## src/rtl/ccnt_pkg.sv

```systemverilog
package ccnt_pkg;
  localparam int unsigned CNT_W    = 64;
  localparam int unsigned DIV_SH   = 6;
  localparam int unsigned TYPE_W   = 32;
  localparam int unsigned EVT_W    = 8;
  localparam int unsigned FLT_W    = 8;
  localparam int unsigned NARROW_W = 32;
  localparam logic [EVT_W-1:0] CYCLE_EVT = 8'h11;
endpackage

```

## src/rtl/ccnt_prescale.sv

```systemverilog
module ccnt_prescale #(
  parameter int unsigned DELTA_W = 8,
  parameter int unsigned SH      = ccnt_pkg::DIV_SH
) (
  input  logic               clk_i,
  input  logic               rst_ni,
  input  logic               count_i,
  input  logic               div64_i,
  input  logic               rem_clr_i,
  input  logic [DELTA_W-1:0] delta_i,
  output logic [DELTA_W-1:0] inc_o
);
  localparam int unsigned SUM_W = DELTA_W + 1;

  logic [SH-1:0]    rem_q, rem_base;
  logic             div_q;
  logic [SUM_W-1:0] sum;

  // mode toggle or explicit clear restarts the fraction
  always_comb begin
    rem_base = (rem_clr_i || (div64_i != div_q)) ? '0 : rem_q;
    sum      = {1'b0, delta_i} + SUM_W'(rem_base);
    inc_o    = div64_i ? DELTA_W'(sum >> SH) : delta_i;
  end

  always_ff @(posedge clk_i or negedge rst_ni) begin
    if (!rst_ni) begin
      rem_q <= '0;
      div_q <= 1'b0;
    end else begin
      div_q <= div64_i;
      rem_q <= (count_i && div64_i) ? sum[SH-1:0] : rem_base;
    end
  end

  p_rem_clear_r5: assert property (@(posedge clk_i) disable iff (!rst_ni)
    (rem_clr_i && !count_i) |=> (rem_q == '0));

  p_rem_hold_r3: assert property (@(posedge clk_i) disable iff (!rst_ni)
    (!count_i && !rem_clr_i && div64_i && $past(div64_i)) |=> $stable(rem_q));
endmodule

```

## src/rtl/ccnt_accum.sv

```systemverilog
module ccnt_accum #(
  parameter int unsigned CNT_W = ccnt_pkg::CNT_W,
  parameter int unsigned INC_W = 8,
  parameter int unsigned NAR_W = ccnt_pkg::NARROW_W
) (
  input  logic             clk_i,
  input  logic             rst_ni,
  input  logic             count_i,
  input  logic [INC_W-1:0] inc_i,
  input  logic             zero_i,
  input  logic             load_i,
  input  logic [CNT_W-1:0] load_val_i,
  input  logic             wide_i,
  output logic [CNT_W-1:0] value_o,
  output logic             ovf_hit_o
);
  localparam int unsigned WIDE_MSB = CNT_W - 1;
  localparam int unsigned NAR_MSB  = NAR_W - 1;

  logic [CNT_W-1:0] value_q, sum;
  logic             old_msb, new_msb;

  always_comb begin
    sum       = value_q + CNT_W'(inc_i);
    old_msb   = wide_i ? value_q[WIDE_MSB] : value_q[NAR_MSB];
    new_msb   = wide_i ? sum[WIDE_MSB]     : sum[NAR_MSB];
    ovf_hit_o = count_i && !zero_i && !load_i && old_msb && !new_msb;
  end

  always_ff @(posedge clk_i or negedge rst_ni) begin
    if (!rst_ni)      value_q <= '0;
    else if (zero_i)  value_q <= '0;
    else if (load_i)  value_q <= load_val_i;
    else if (count_i) value_q <= sum;
  end

  assign value_o = value_q;

  p_zero_wins_r6: assert property (@(posedge clk_i) disable iff (!rst_ni)
    zero_i |=> (value_o == '0));

  p_load_exact_r7: assert property (@(posedge clk_i) disable iff (!rst_ni)
    (load_i && !zero_i) |=> (value_o == $past(load_val_i)));

  p_idle_hold_r3: assert property (@(posedge clk_i) disable iff (!rst_ni)
    (!count_i && !zero_i && !load_i) |=> $stable(value_o));
endmodule

```

## src/rtl/ccnt_ovf_ctl.sv

```systemverilog
module ccnt_ovf_ctl (
  input  logic clk_i,
  input  logic rst_ni,
  input  logic hit_i,
  input  logic sts_i,
  input  logic irq_en_i,
  output logic ovf_o,
  output logic ovf_set_o,
  output logic irq_o
);
  logic first;

  assign first = hit_i && !sts_i;

  always_ff @(posedge clk_i or negedge rst_ni) begin
    if (!rst_ni) begin
      ovf_o     <= 1'b0;
      ovf_set_o <= 1'b0;
      irq_o     <= 1'b0;
    end else begin
      ovf_o     <= hit_i;
      ovf_set_o <= first;
      irq_o     <= first && irq_en_i;
    end
  end

  p_set_needs_ovf_r9: assert property (@(posedge clk_i) disable iff (!rst_ni)
    ovf_set_o |-> ovf_o);

  p_irq_needs_set_r10: assert property (@(posedge clk_i) disable iff (!rst_ni)
    irq_o |-> ovf_set_o);

  p_no_set_when_sts_r9: assert property (@(posedge clk_i) disable iff (!rst_ni)
    (hit_i && sts_i) |=> (ovf_o && !ovf_set_o));
endmodule

```

## src/rtl/ccnt_type_reg.sv

```systemverilog
module ccnt_type_reg #(
  parameter int unsigned TYPE_W = ccnt_pkg::TYPE_W,
  parameter int unsigned FLT_W  = ccnt_pkg::FLT_W,
  parameter int unsigned EVT_W  = ccnt_pkg::EVT_W
) (
  input  logic              clk_i,
  input  logic              rst_ni,
  input  logic              wr_i,
  input  logic [TYPE_W-1:0] wdata_i,
  output logic [TYPE_W-1:0] rdata_o
);
  localparam int unsigned GAP_W = TYPE_W - FLT_W - EVT_W;

  logic [FLT_W-1:0] flt_q;
  logic             unused_evt;

  // event field of the write is discarded: the identity is fixed
  assign unused_evt = ^wdata_i[TYPE_W-FLT_W-1:0];

  always_ff @(posedge clk_i or negedge rst_ni) begin
    if (!rst_ni)   flt_q <= '0;
    else if (wr_i) flt_q <= wdata_i[TYPE_W-1:TYPE_W-FLT_W];
  end

  assign rdata_o = {flt_q, {GAP_W{1'b0}}, ccnt_pkg::CYCLE_EVT};

  p_flt_store_r11: assert property (@(posedge clk_i) disable iff (!rst_ni)
    wr_i |=> (rdata_o[TYPE_W-1:TYPE_W-FLT_W] == $past(wdata_i[TYPE_W-1:TYPE_W-FLT_W])));
endmodule

```

## src/rtl/prescaled_cycle_counter.sv

```systemverilog
module prescaled_cycle_counter #(
  parameter int unsigned DELTA_W = 8
) (
  input  logic                          clk_i,
  input  logic                          rst_ni,
  input  logic                          en_i,
  input  logic                          pass_i,
  input  logic [DELTA_W-1:0]            delta_i,
  input  logic                          div64_i,
  input  logic                          rem_clr_i,
  input  logic                          zero_i,
  input  logic                          load_i,
  input  logic [ccnt_pkg::CNT_W-1:0]    load_val_i,
  input  logic                          wide_i,
  input  logic                          ovf_sts_i,
  input  logic                          irq_en_i,
  input  logic                          type_wr_i,
  input  logic [ccnt_pkg::TYPE_W-1:0]   type_wdata_i,
  output logic [ccnt_pkg::CNT_W-1:0]    value_o,
  output logic                          ovf_o,
  output logic                          ovf_set_o,
  output logic                          irq_o,
  output logic [ccnt_pkg::TYPE_W-1:0]   type_rdata_o
);
  logic               count;
  logic [DELTA_W-1:0] inc;
  logic               hit;

  // load and zero pre-empt counting; the delta of that cycle is dropped
  assign count = en_i && pass_i && !zero_i && !load_i;

  ccnt_prescale #(.DELTA_W(DELTA_W)) u_prescale (
    .clk_i     (clk_i),
    .rst_ni    (rst_ni),
    .count_i   (count),
    .div64_i   (div64_i),
    .rem_clr_i (rem_clr_i),
    .delta_i   (delta_i),
    .inc_o     (inc)
  );

  ccnt_accum #(.INC_W(DELTA_W)) u_accum (
    .clk_i      (clk_i),
    .rst_ni     (rst_ni),
    .count_i    (count),
    .inc_i      (inc),
    .zero_i     (zero_i),
    .load_i     (load_i),
    .load_val_i (load_val_i),
    .wide_i     (wide_i),
    .value_o    (value_o),
    .ovf_hit_o  (hit)
  );

  ccnt_ovf_ctl u_ovf (
    .clk_i     (clk_i),
    .rst_ni    (rst_ni),
    .hit_i     (hit),
    .sts_i     (ovf_sts_i),
    .irq_en_i  (irq_en_i),
    .ovf_o     (ovf_o),
    .ovf_set_o (ovf_set_o),
    .irq_o     (irq_o)
  );

  ccnt_type_reg u_type (
    .clk_i   (clk_i),
    .rst_ni  (rst_ni),
    .wr_i    (type_wr_i),
    .wdata_i (type_wdata_i),
    .rdata_o (type_rdata_o)
  );

  p_irq_pulse_r10: assert property (@(posedge clk_i) disable iff (!rst_ni)
    irq_o |=> !irq_o);
endmodule

```

## config.mk

```make
export PLATFORM = sky130hd
export DESIGN_NAME = prescaled_cycle_counter
export DESIGN_NICKNAME = d
export VERILOG_FILES = /design/src/rtl/ccnt_pkg.sv /design/src/rtl/ccnt_prescale.sv /design/src/rtl/ccnt_accum.sv /design/src/rtl/ccnt_ovf_ctl.sv /design/src/rtl/ccnt_type_reg.sv /design/src/rtl/prescaled_cycle_counter.sv
export SDC_FILE = /design/constraint.sdc
export NUM_CORES = 1
export LEC_CHECK = 0
export BUFFER_PORTS_ARGS = -buffer_cell sky130_fd_sc_hd__buf_4
export CORE_UTILIZATION = 46
export CTS_CLUSTER_DIAMETER = 100
export DETAILED_ROUTE_END_ITERATION = 6
export GPL_TIMING_DRIVEN = 0
export PLACE_DENSITY = 0.78
export SYNTH_ARGS = -nofsm -noshare
export SYNTH_HDL_FRONTEND = slang
export SYNTH_SLANG_ARGS = --single-unit
```

## constraint.sdc

```tcl
create_clock -name clk_i -period 4.25 [get_ports clk_i]
set_clock_uncertainty 0.1 [all_clocks]
set_input_delay 0.85 -clock clk_i [delete_from_list [all_inputs] [get_ports clk_i]]
set_output_delay 0.85 -clock clk_i [all_outputs]
set_load 0.005 [all_outputs]
```

==> results of run 1 <==
-- cells in the mapped netlist (8+ instances only) --
library cell   n  area [um^2]
o41a_1         9          101
nor4_1        17          106
nand3_1       28          140
nor2_1        79          297
nor2b_1       18          113
o211ai_1       9         67.6
nor3_1        11         55.1
or3_1         10         62.6
nand4_1       21          131
o21ai_0       18         90.1
or4_1         14          105
a211oi_1      13         97.6
clkbuf_1      26         97.6
buf_4         25          188
a2111oi_1     10          100
ha_1          14          175
dfrtp_1       82         2050
o31ai_1       16          120
and2_1        10         62.6
xor2_1        13          114
a311oi_1      28          245
inv_1         20         75.1
and3_1         8         50.1
a21oi_1       18         90.1
mux2_2        10          113
nand2_1       48          180
-- registers in the layout, summed over array words and instances (netlist names) --
name	flops
u_accum.value_o	64
u_ovf.irq_o	1
u_ovf.ovf_o	1
u_ovf.ovf_set_o	1
u_prescale.div_q	1
u_prescale.rem_q	6
u_type.flt_q	8
-- kinds of logic after synthesis --
group | after synthesis | synth area share [%]
compound gates | 170 | 22.3
other cells | 2 | 0.127
mux | 11 | 2.07
buf+inv | 83 | 7.19
fa+ha+maj | 16 | 3.63
flops | 82 | 34.6
xor+xnor | 19 | 2.80
simple gates | 296 | 27.3
-- worst max-delay path, delay by kind of cell --
family,cells,cell delay (ns)
compound gates,8,1.47
xor+xnor,1,0.14
fa+ha+maj,4,0.87
buf+inv,2,0.31
simple gates,4,0.85
-- through the flow --
stage	utilization (%)	std cells	setup WS, ns
final	68.7	1087	-0.111
after global placement	59.7	1037	-0.968
after detailed placement	59.7	1037	-1.03
after global routing	68.7	1087	-0.219
after floorplan	-	701	-0.232
after CTS	64.2	1069	-0.0625
-- cells in the final DEF (no fill, tap or decap), drive strengths merged, types with 22 or more instances in the layout --
| cell | count |
|---|---|
| dfrtp | 82 |
| nand2 | 48 |
| nand4 | 22 |
| a311oi | 28 |
| o21ai | 22 |
| nand3 | 31 |
| buf | 232 |
| nor2 | 79 |
| conb | 24 |
| clkbuf | 39 |
-- how the worst max path moves through the flow --
stage	from	to	slack, ns	depth (start not counted)
global placement	div64_i	u_accum.value_o[60]	-0.97	18
global route	div64_i	u_accum.value_o[40]	-0.22	20
detailed placement	div64_i	u_accum.value_o[60]	-1.03	18
floorplan	div64_i	u_accum.value_o[24]	-0.23	18
CTS	div64_i	u_accum.value_o[34]	-0.06	19
finish	div64_i	u_accum.value_o[36]	-0.11	19
-- repair_timing --
action	CTS	global route
hold buffers	0	0
buffers inserted	15	14
cloned	1	4
resized for setup	31	68
pin swaps	33	33
setup endpoints to repair	59	47
-- power breakdown --
| part | internal, W | switching [W] | leakage [nW] |
|---|---|---|---|
| combinational | 0.000251 | 0.000243 | 2.49 |
| clock | 0.000409 | 0.000343 | 0.131 |
| sequential | 0.000829 | 0.0000719 | 1.06 |
| total | 0.00149 | 0.000658 | 3.68 |
-- layer usage --
layer	share of wire, %	global-route usage (%)	wire length, um	vias up
li1	-	-	-	3016
met1	40	42.0	8800	3155
met2	44	46.1	9730	424
met3	11	7.11	2440	97
met4	4.5	14.0	981	0
met5	0	1.85	0	-
-- final cells by class --
| class | count | area, um^2 | share of cell area, % |
|---|---|---|---|
| clock buffer | 11 | 243 | 2.80 |
| buffer | 63 | 397 | 4.57 |
| sequential | 82 | 2050 | 23.7 |
| inverter | 20 | 75.1 | 0.866 |
| timing repair buffer | 197 | 1600 | 18.5 |
| clock inverter | 5 | 30.0 | 0.346 |
| multi-input combinational | 537 | 4060 | 46.8 |
| tap | 172 | 215 | 2.48 |
==> summary.md, run 1 <==
| Metric | Value |
|---|---|
| RSZ-0062 raised after global routing | `true` |
| # DRC | `0` |
| PortBufs | `164` |
| Crit path launch type | `input pin` |
| First-pass GRT wire length | `31.2 mm` |
| GRT Resource Usage Total | `30.7%` |
| Slowest Stage Delay on Critical Path | `0.56 ns` |
| Clock Pin Slew Worst Setup and Hold Paths | `0.06 ns` |
| Hold WC Path Type | `reg -> reg` |
| Worst EP required | `4.40 ns` |
| Worst r2r src | `u_prescale.div_q` |
| Initial antenna violation count | `0` |
| Layout fillers | `1003` |
| Row cnt | `41` |
| Synth warnings | `0` |
| Vias in the first global route | `5882` |
| FF-to-FF End | `u_accum.value_o[36]` |
| Crit path DAT | `4.52 ns` |
| Clock sink count | `82` |
| Core area | `12600 um^2` |
| PnR Total Power | `0.00215 W` |
| Fin area | `8670 um^2` |
| CP Class | `in -> reg` |
| H-Tree Depth | `3` |
| Slew margin rel. | `28.1%` |
| Die area | `13400 um^2` |
| Vias | `6692` |
| Largest net degree at the start of global routing | `83` |
| Post-synthesis sequential area ratio | `34.6%` |
| Total gr overflow | `0` |
| Crit end category | `flip-flop` |
| Slowest CP cell | `or4_1` |
| Flop-to-flop setup slack | `0 ns` |
| Netlist Area Pre-Place | `5930 um^2` |
| Peak VDD IR | `0.198 mV` |
| Placed cell area | `7540 um^2` |
| Hold path depth | `1` |
| Root Buffer | `clkbuf_16` |
| CTS tree | `done` |
| Initial DRC Count | `763` |
| Vias per cell | `6.16` |
| Die Wd | `116 um` |
| Status | `complete, but fails checks` |
| Die height | `116 um` |
| Yosys cell types | `69` |
| Power Dens Cells | `248 nW/um^2` |
| Slew @ Worst Pin | `1.08 ns` |
| Final hold slack | `0.411 ns` |
| Nets | `1042` |
| Max Cap Viol | `0` |
| DR pass1 iterations | `6` |
| Hold Vio Cnt, Final | `0` |
| Cells after synthesis | `679` |
| HPWL after detailed placement | `14.8 mm` |
| Top FF cell, synth | `dfrtp_1` |
| GPL Wtd Cong | `0.941` |
| Max Fclk | `229 MHz` |
| Total Wirelength | `22.0 mm` |
| Failing checks | `negative setup slack` |
| Layout cells sized above 1 | `37.5%` |
| Worst-skew pair later-pin latency | `0.36 ns` |
| Crit-path max FO | `6` |
| Hold Path End | `u_type.flt_q[2]` |
| Final Cycle Share | `103%` |
| Cell Chain, Critical Path | `buf_12 -> xor2_4 -> nor2_4 -> and2_4 -> ha_4 -> fa_2 -> a21o_1 -> a21oi_2 -> o21bai_2 -> a211o_1 -> nand3_2 -> ha_4 -> fa_2 -> a211oi_4 -> o21ai_4 -> buf_4 -> o31ai_4 -> or4_1 -> a311oi_2` |
| Synth async-reset ratio | `100%` |
| R2R depth | `18` |
| Post-DRT Antenna Nets | `0` |
| Min cycle time layout | `4.36 ns` |
| Initial Utilization | `47.0%` |
| Syn Area/Cell | `8.74 um^2` |
| Synth Register Bits | `82` |
| P_leak | `3.68 nW` |
| WL/cell | `20.2 um` |
| CTS buffer count | `9` |
| EDFF count, synth | `0` |
| Final WS setup | `-0.111 ns` |
| Fin. max-slew vios | `0` |
| Area growth from synthesis to layout | `46.1%` |
| Final setup vio count | `25` |
| Hold Startpoint | `u_type.flt_q[2]` |
| Clock Path Buffers | `2` |
| Ant diodes | `0` |
| IO Pins | `215` |
| Setup TNS Final | `-1.18 ns` |
(Power assumes the default switching activity.)
==> run 2, diff against run 1 <==
Settings changed: ABC_AREA from default to 1, CORE_UTILIZATION 46 to 48, PLACE_DENSITY 0.78 to 0.79.
==> summary.md, run 2 <==
| Metric | Value |
|---|---|
| Status | `completed (was complete, but fails checks)` |
| Yosys cell types | `45 (was 69)` |
| Placed cell area | `8410 um^2 (was 7540 um^2)` |
| Initial DRC Count | `785 (was 763)` |
| Leading area contributor after synthesis | `dfrtp_1 (unchanged)` |
| Crit-path max FO | `6 (unchanged)` |
| Largest net degree at the start of global routing | `83 (unchanged)` |
| Root Buffer | `clkbuf_16 (unchanged)` |
| Crit path launch type | `input pin (unchanged)` |
| Post-synthesis sequential area ratio | `29.9% (was 34.6%)` |
| Final non-filler cell total | `1480 (was 1087)` |
| Slew margin rel. | `22.5% (was 28.1%)` |
| Synth async-reset ratio | `100% (unchanged)` |
| Die Wd | `121 um (was 116 um)` |
| Main area contributors after synthesis | `dfrtp_1 (30%), nand2_1 (15%), nor2_1 (11%), nand3_1 (6.9%), inv_1 (5.0%) (was dfrtp_1 (35%), nor2_1 (5.0%), a311oi_1 (4.1%), buf_4 (3.2%), nand2_1 (3.0%))` |
| GPL Wtd Cong | `0.986 (was 0.941)` |
| Hold Startpoint | `u_type.flt_q[3] (was u_type.flt_q[2])` |
| Buf/Inv on CP | `3 (was 2)` |
| Row cnt | `43 (was 41)` |
| Worst EP required | `4.37 ns (was 4.40 ns)` |
| Netlist Area Pre-Place | `6850 um^2 (was 5930 um^2)` |
| Fin. max-slew vios | `0 (unchanged)` |
| R2R depth | `29 (was 18)` |
| Max Fclk | `240 MHz (was 229 MHz)` |
| Post-DRT Antenna Nets | `0 (unchanged)` |
| H-Tree Depth | `3 (unchanged)` |
| RSZ-0062 raised after global routing | `true (unchanged)` |
| IO Pins | `215 (unchanged)` |
| Vias per cell | `5.48 (was 6.16)` |
| Clock sink count | `82 (unchanged)` |
| Total gr overflow | `0 (unchanged)` |
| Synth Register Bits | `82 (unchanged)` |
| Core area | `13900 um^2 (was 12600 um^2)` |
| Slew @ Worst Pin | `1.16 ns (was 1.08 ns)` |
| Die height | `121 um (was 116 um)` |
| GRT Resource Usage Total | `36.6% (was 30.7%)` |
| Final Cycle Share | `98.2% (was 103%)` |
| Commonest non-fill, non-tap cell in the layout | `nand2_1 (was buf_4)` |
| Syn Area/Cell | `6.35 um^2 (was 8.74 um^2)` |
| Clock Pin Slew Worst Setup and Hold Paths | `0.07 ns (was 0.06 ns)` |
| Crit path DAT | `4.29 ns (was 4.52 ns)` |
| Top FF cell, synth | `dfrtp_1 (unchanged)` |
| Layout cells sized above 1 | `26.5% (was 37.5%)` |
| Synth warnings | `0 (unchanged)` |
| Ant diodes | `0 (unchanged)` |
| Initial Utilization | `49.4% (was 47.0%)` |
| # DRC | `0 (unchanged)` |
| Hold WC Path Type | `reg -> reg (unchanged)` |
| PortBufs | `164 (unchanged)` |
| Share of the synthesized area in the top cell type | `29.9% (was 34.6%)` |
| HPWL after detailed placement | `20.8 mm (was 14.8 mm)` |
| CTS buffer count | `9 (unchanged)` |
| CP Class | `in -> reg (unchanged)` |
| Flop-to-flop setup slack | `0.21 ns (was 0 ns)` |
| Power Dens Cells | `271 nW/um^2 (was 248 nW/um^2)` |
| Cell Count Post-Placement | `1445 (was 1037)` |
| Clock Path Buffers | `2 (unchanged)` |
| Crit. Startpoint | `div64_i (unchanged)` |
| Most frequent cells in the layout | `nand2_1 (262), buf_4 (212), nor2_1 (204) (was buf_4 (209), dfrtp_1 (82), nor2_1 (77))` |
| P_leak | `4.57 nW (was 3.68 nW)` |
| Fin area | `9130 um^2 (was 8670 um^2)` |
| Most frequent cell after synthesis | `nand2_1 (was dfrtp_1)` |
| EDFF count, synth | `0 (unchanged)` |
| Critical Path Sink | `u_accum.value_o[60] (was u_accum.value_o[36])` |
| Slowest CP cell | `fa_2 (was or4_1)` |
| Die area | `14800 um^2 (was 13400 um^2)` |
| Area growth from synthesis to layout | `33.2% (was 46.1%)` |
| Vias in the first global route | `7225 (was 5882)` |
| WL/cell | `18.3 um (was 20.2 um)` |
| Worst r2r src | `u_prescale.div_q (unchanged)` |
| Flip-flop and latch area | `2050 um^2 (unchanged)` |
| Cell family with most CP delay | `simple AND/OR/NAND/NOR gates (was compound AO/OA/AOI/OAI gates)` |
| Cells after synthesis | `1079 (was 679)` |
| Final setup vio count | `0 (was 25)` |
| Initial antenna violation count | `0 (unchanged)` |
| FF-to-FF End | `u_accum.value_o[57] (was u_accum.value_o[36])` |
| Min cycle time layout | `4.17 ns (was 4.36 ns)` |
| Slowest Stage Delay on Critical Path | `0.39 ns (was 0.56 ns)` |
| First-pass GRT wire length | `40.0 mm (was 31.2 mm)` |
| Vias | `8111 (was 6692)` |
| Nets | `1427 (was 1042)` |
| Crit end category | `flip-flop (unchanged)` |
| Total Wirelength | `27.1 mm (was 22.0 mm)` |
| Max Cap Viol | `0 (unchanged)` |
| CTS tree | `done (unchanged)` |
| Worst-skew pair later-pin latency | `0.35 ns (was 0.36 ns)` |
| Crit path depth | `29 (was 19)` |
| Hold Vio Cnt, Final | `0 (unchanged)` |
| Peak VDD IR | `0.174 mV (was 0.198 mV)` |
| Area of the multi-input gates | `4340 um^2 (was 4060 um^2)` |
| Max reg flops | `64 (unchanged)` |
| Post-CTS Hold Fix Bufs | `0 (unchanged)` |
| DR pass1 iterations | `6 (unchanged)` |
| Layout fillers | `1297 (was 1003)` |
| Most common library cells after synthesis | `nand2_1 (272), nor2_1 (207), nand3_1 (94) (was dfrtp_1 (82), nor2_1 (79), nand2_1 (48))` |
==> run 2: timing repair <==
action | 4_1_cts | 5_1_grt
setup buffers | 6 | 14
endpoints found under the setup margin | 57 | 58
hold endpoints to repair | 0 | 0
gates resized for setup | 22 | 34
pin swaps | 6 | 20
==> run 2: where the power goes <==
part,switching [W],internal (W)
clock,0.000374,0.000520
combinational,0.000321,0.000291
sequential,0.000121,0.000845
total,0.000816,0.00166
==> run 2: cells by family after synthesis <==
| group | after synthesis | share of synthesized area, % |
|---|---|---|
| and+or+nand+nor | 680 | 43.9 |
| buffers and inverters | 172 | 11.3 |
| AOI/OAI and AO/OA | 100 | 7.76 |
| DFF | 82 | 29.9 |
| xor gates and xnor gates | 17 | 2.17 |
| adders and majority gates | 16 | 3.14 |
| muxes | 10 | 1.61 |
| other | 2 | 0.110 |
==> run 2: layout make-up <==
cell class	instances	share of cell area, %
Buffer	52	3.55
Clock buffer	9	2.47
Timing Repair Buffer	184	15.3
Multi-Input combinational cell	847	47.6
Tap cell	180	2.47
Sequential cell	82	22.5
Clock inverter	7	1.10
Inverter	119	5.06
==> run 2: how the worst min path moves through the flow <==
stage / end / depth (start not counted) / slack [ns]
floorplan: u_accum.value_o[3] / 2 / 0.40
global placement: u_type.flt_q[0] / 1 / 0.39
detailed placement: u_type.flt_q[1] / 1 / 0.40
CTS: u_type.flt_q[1] / 1 / 0.42
global route: u_type.flt_q[3] / 1 / 0.43
finish: u_type.flt_q[3] / 1 / 0.41
==> run 2: stage by stage <==
| stage | setup TNS, ns | setup WS [ns] | power (W) | hold slack (ns) | util, % |
|---|---|---|---|---|---|
| 2_1_floorplan | 0 | 0.00397 | 0.00124 | 0.403 | - |
| 3_3_place_gp | -24.73 | -0.695 | 0.00153 | 0.391 | 60.6 |
| 3_5_place_dp | -31.98 | -0.789 | 0.00154 | 0.402 | 60.6 |
| 4_1_cts | -0.00680 | -0.00680 | 0.00243 | 0.417 | 63.8 |
| 5_1_grt | -3.15 | -0.192 | 0.00257 | 0.428 | 65.7 |
| 6_report | 0 | 0.0767 | 0.00247 | 0.411 | 65.7 |
==> run 2: routing by layer <==
layer	global-route usage, %	up-vias	part of all wire [%]
met2	55.7	455	44
met3	4.23	60	8.6
met5	0	-	0
met4	16.8	0	3.8
li1	-	3847	-
met1	51.7	3749	43
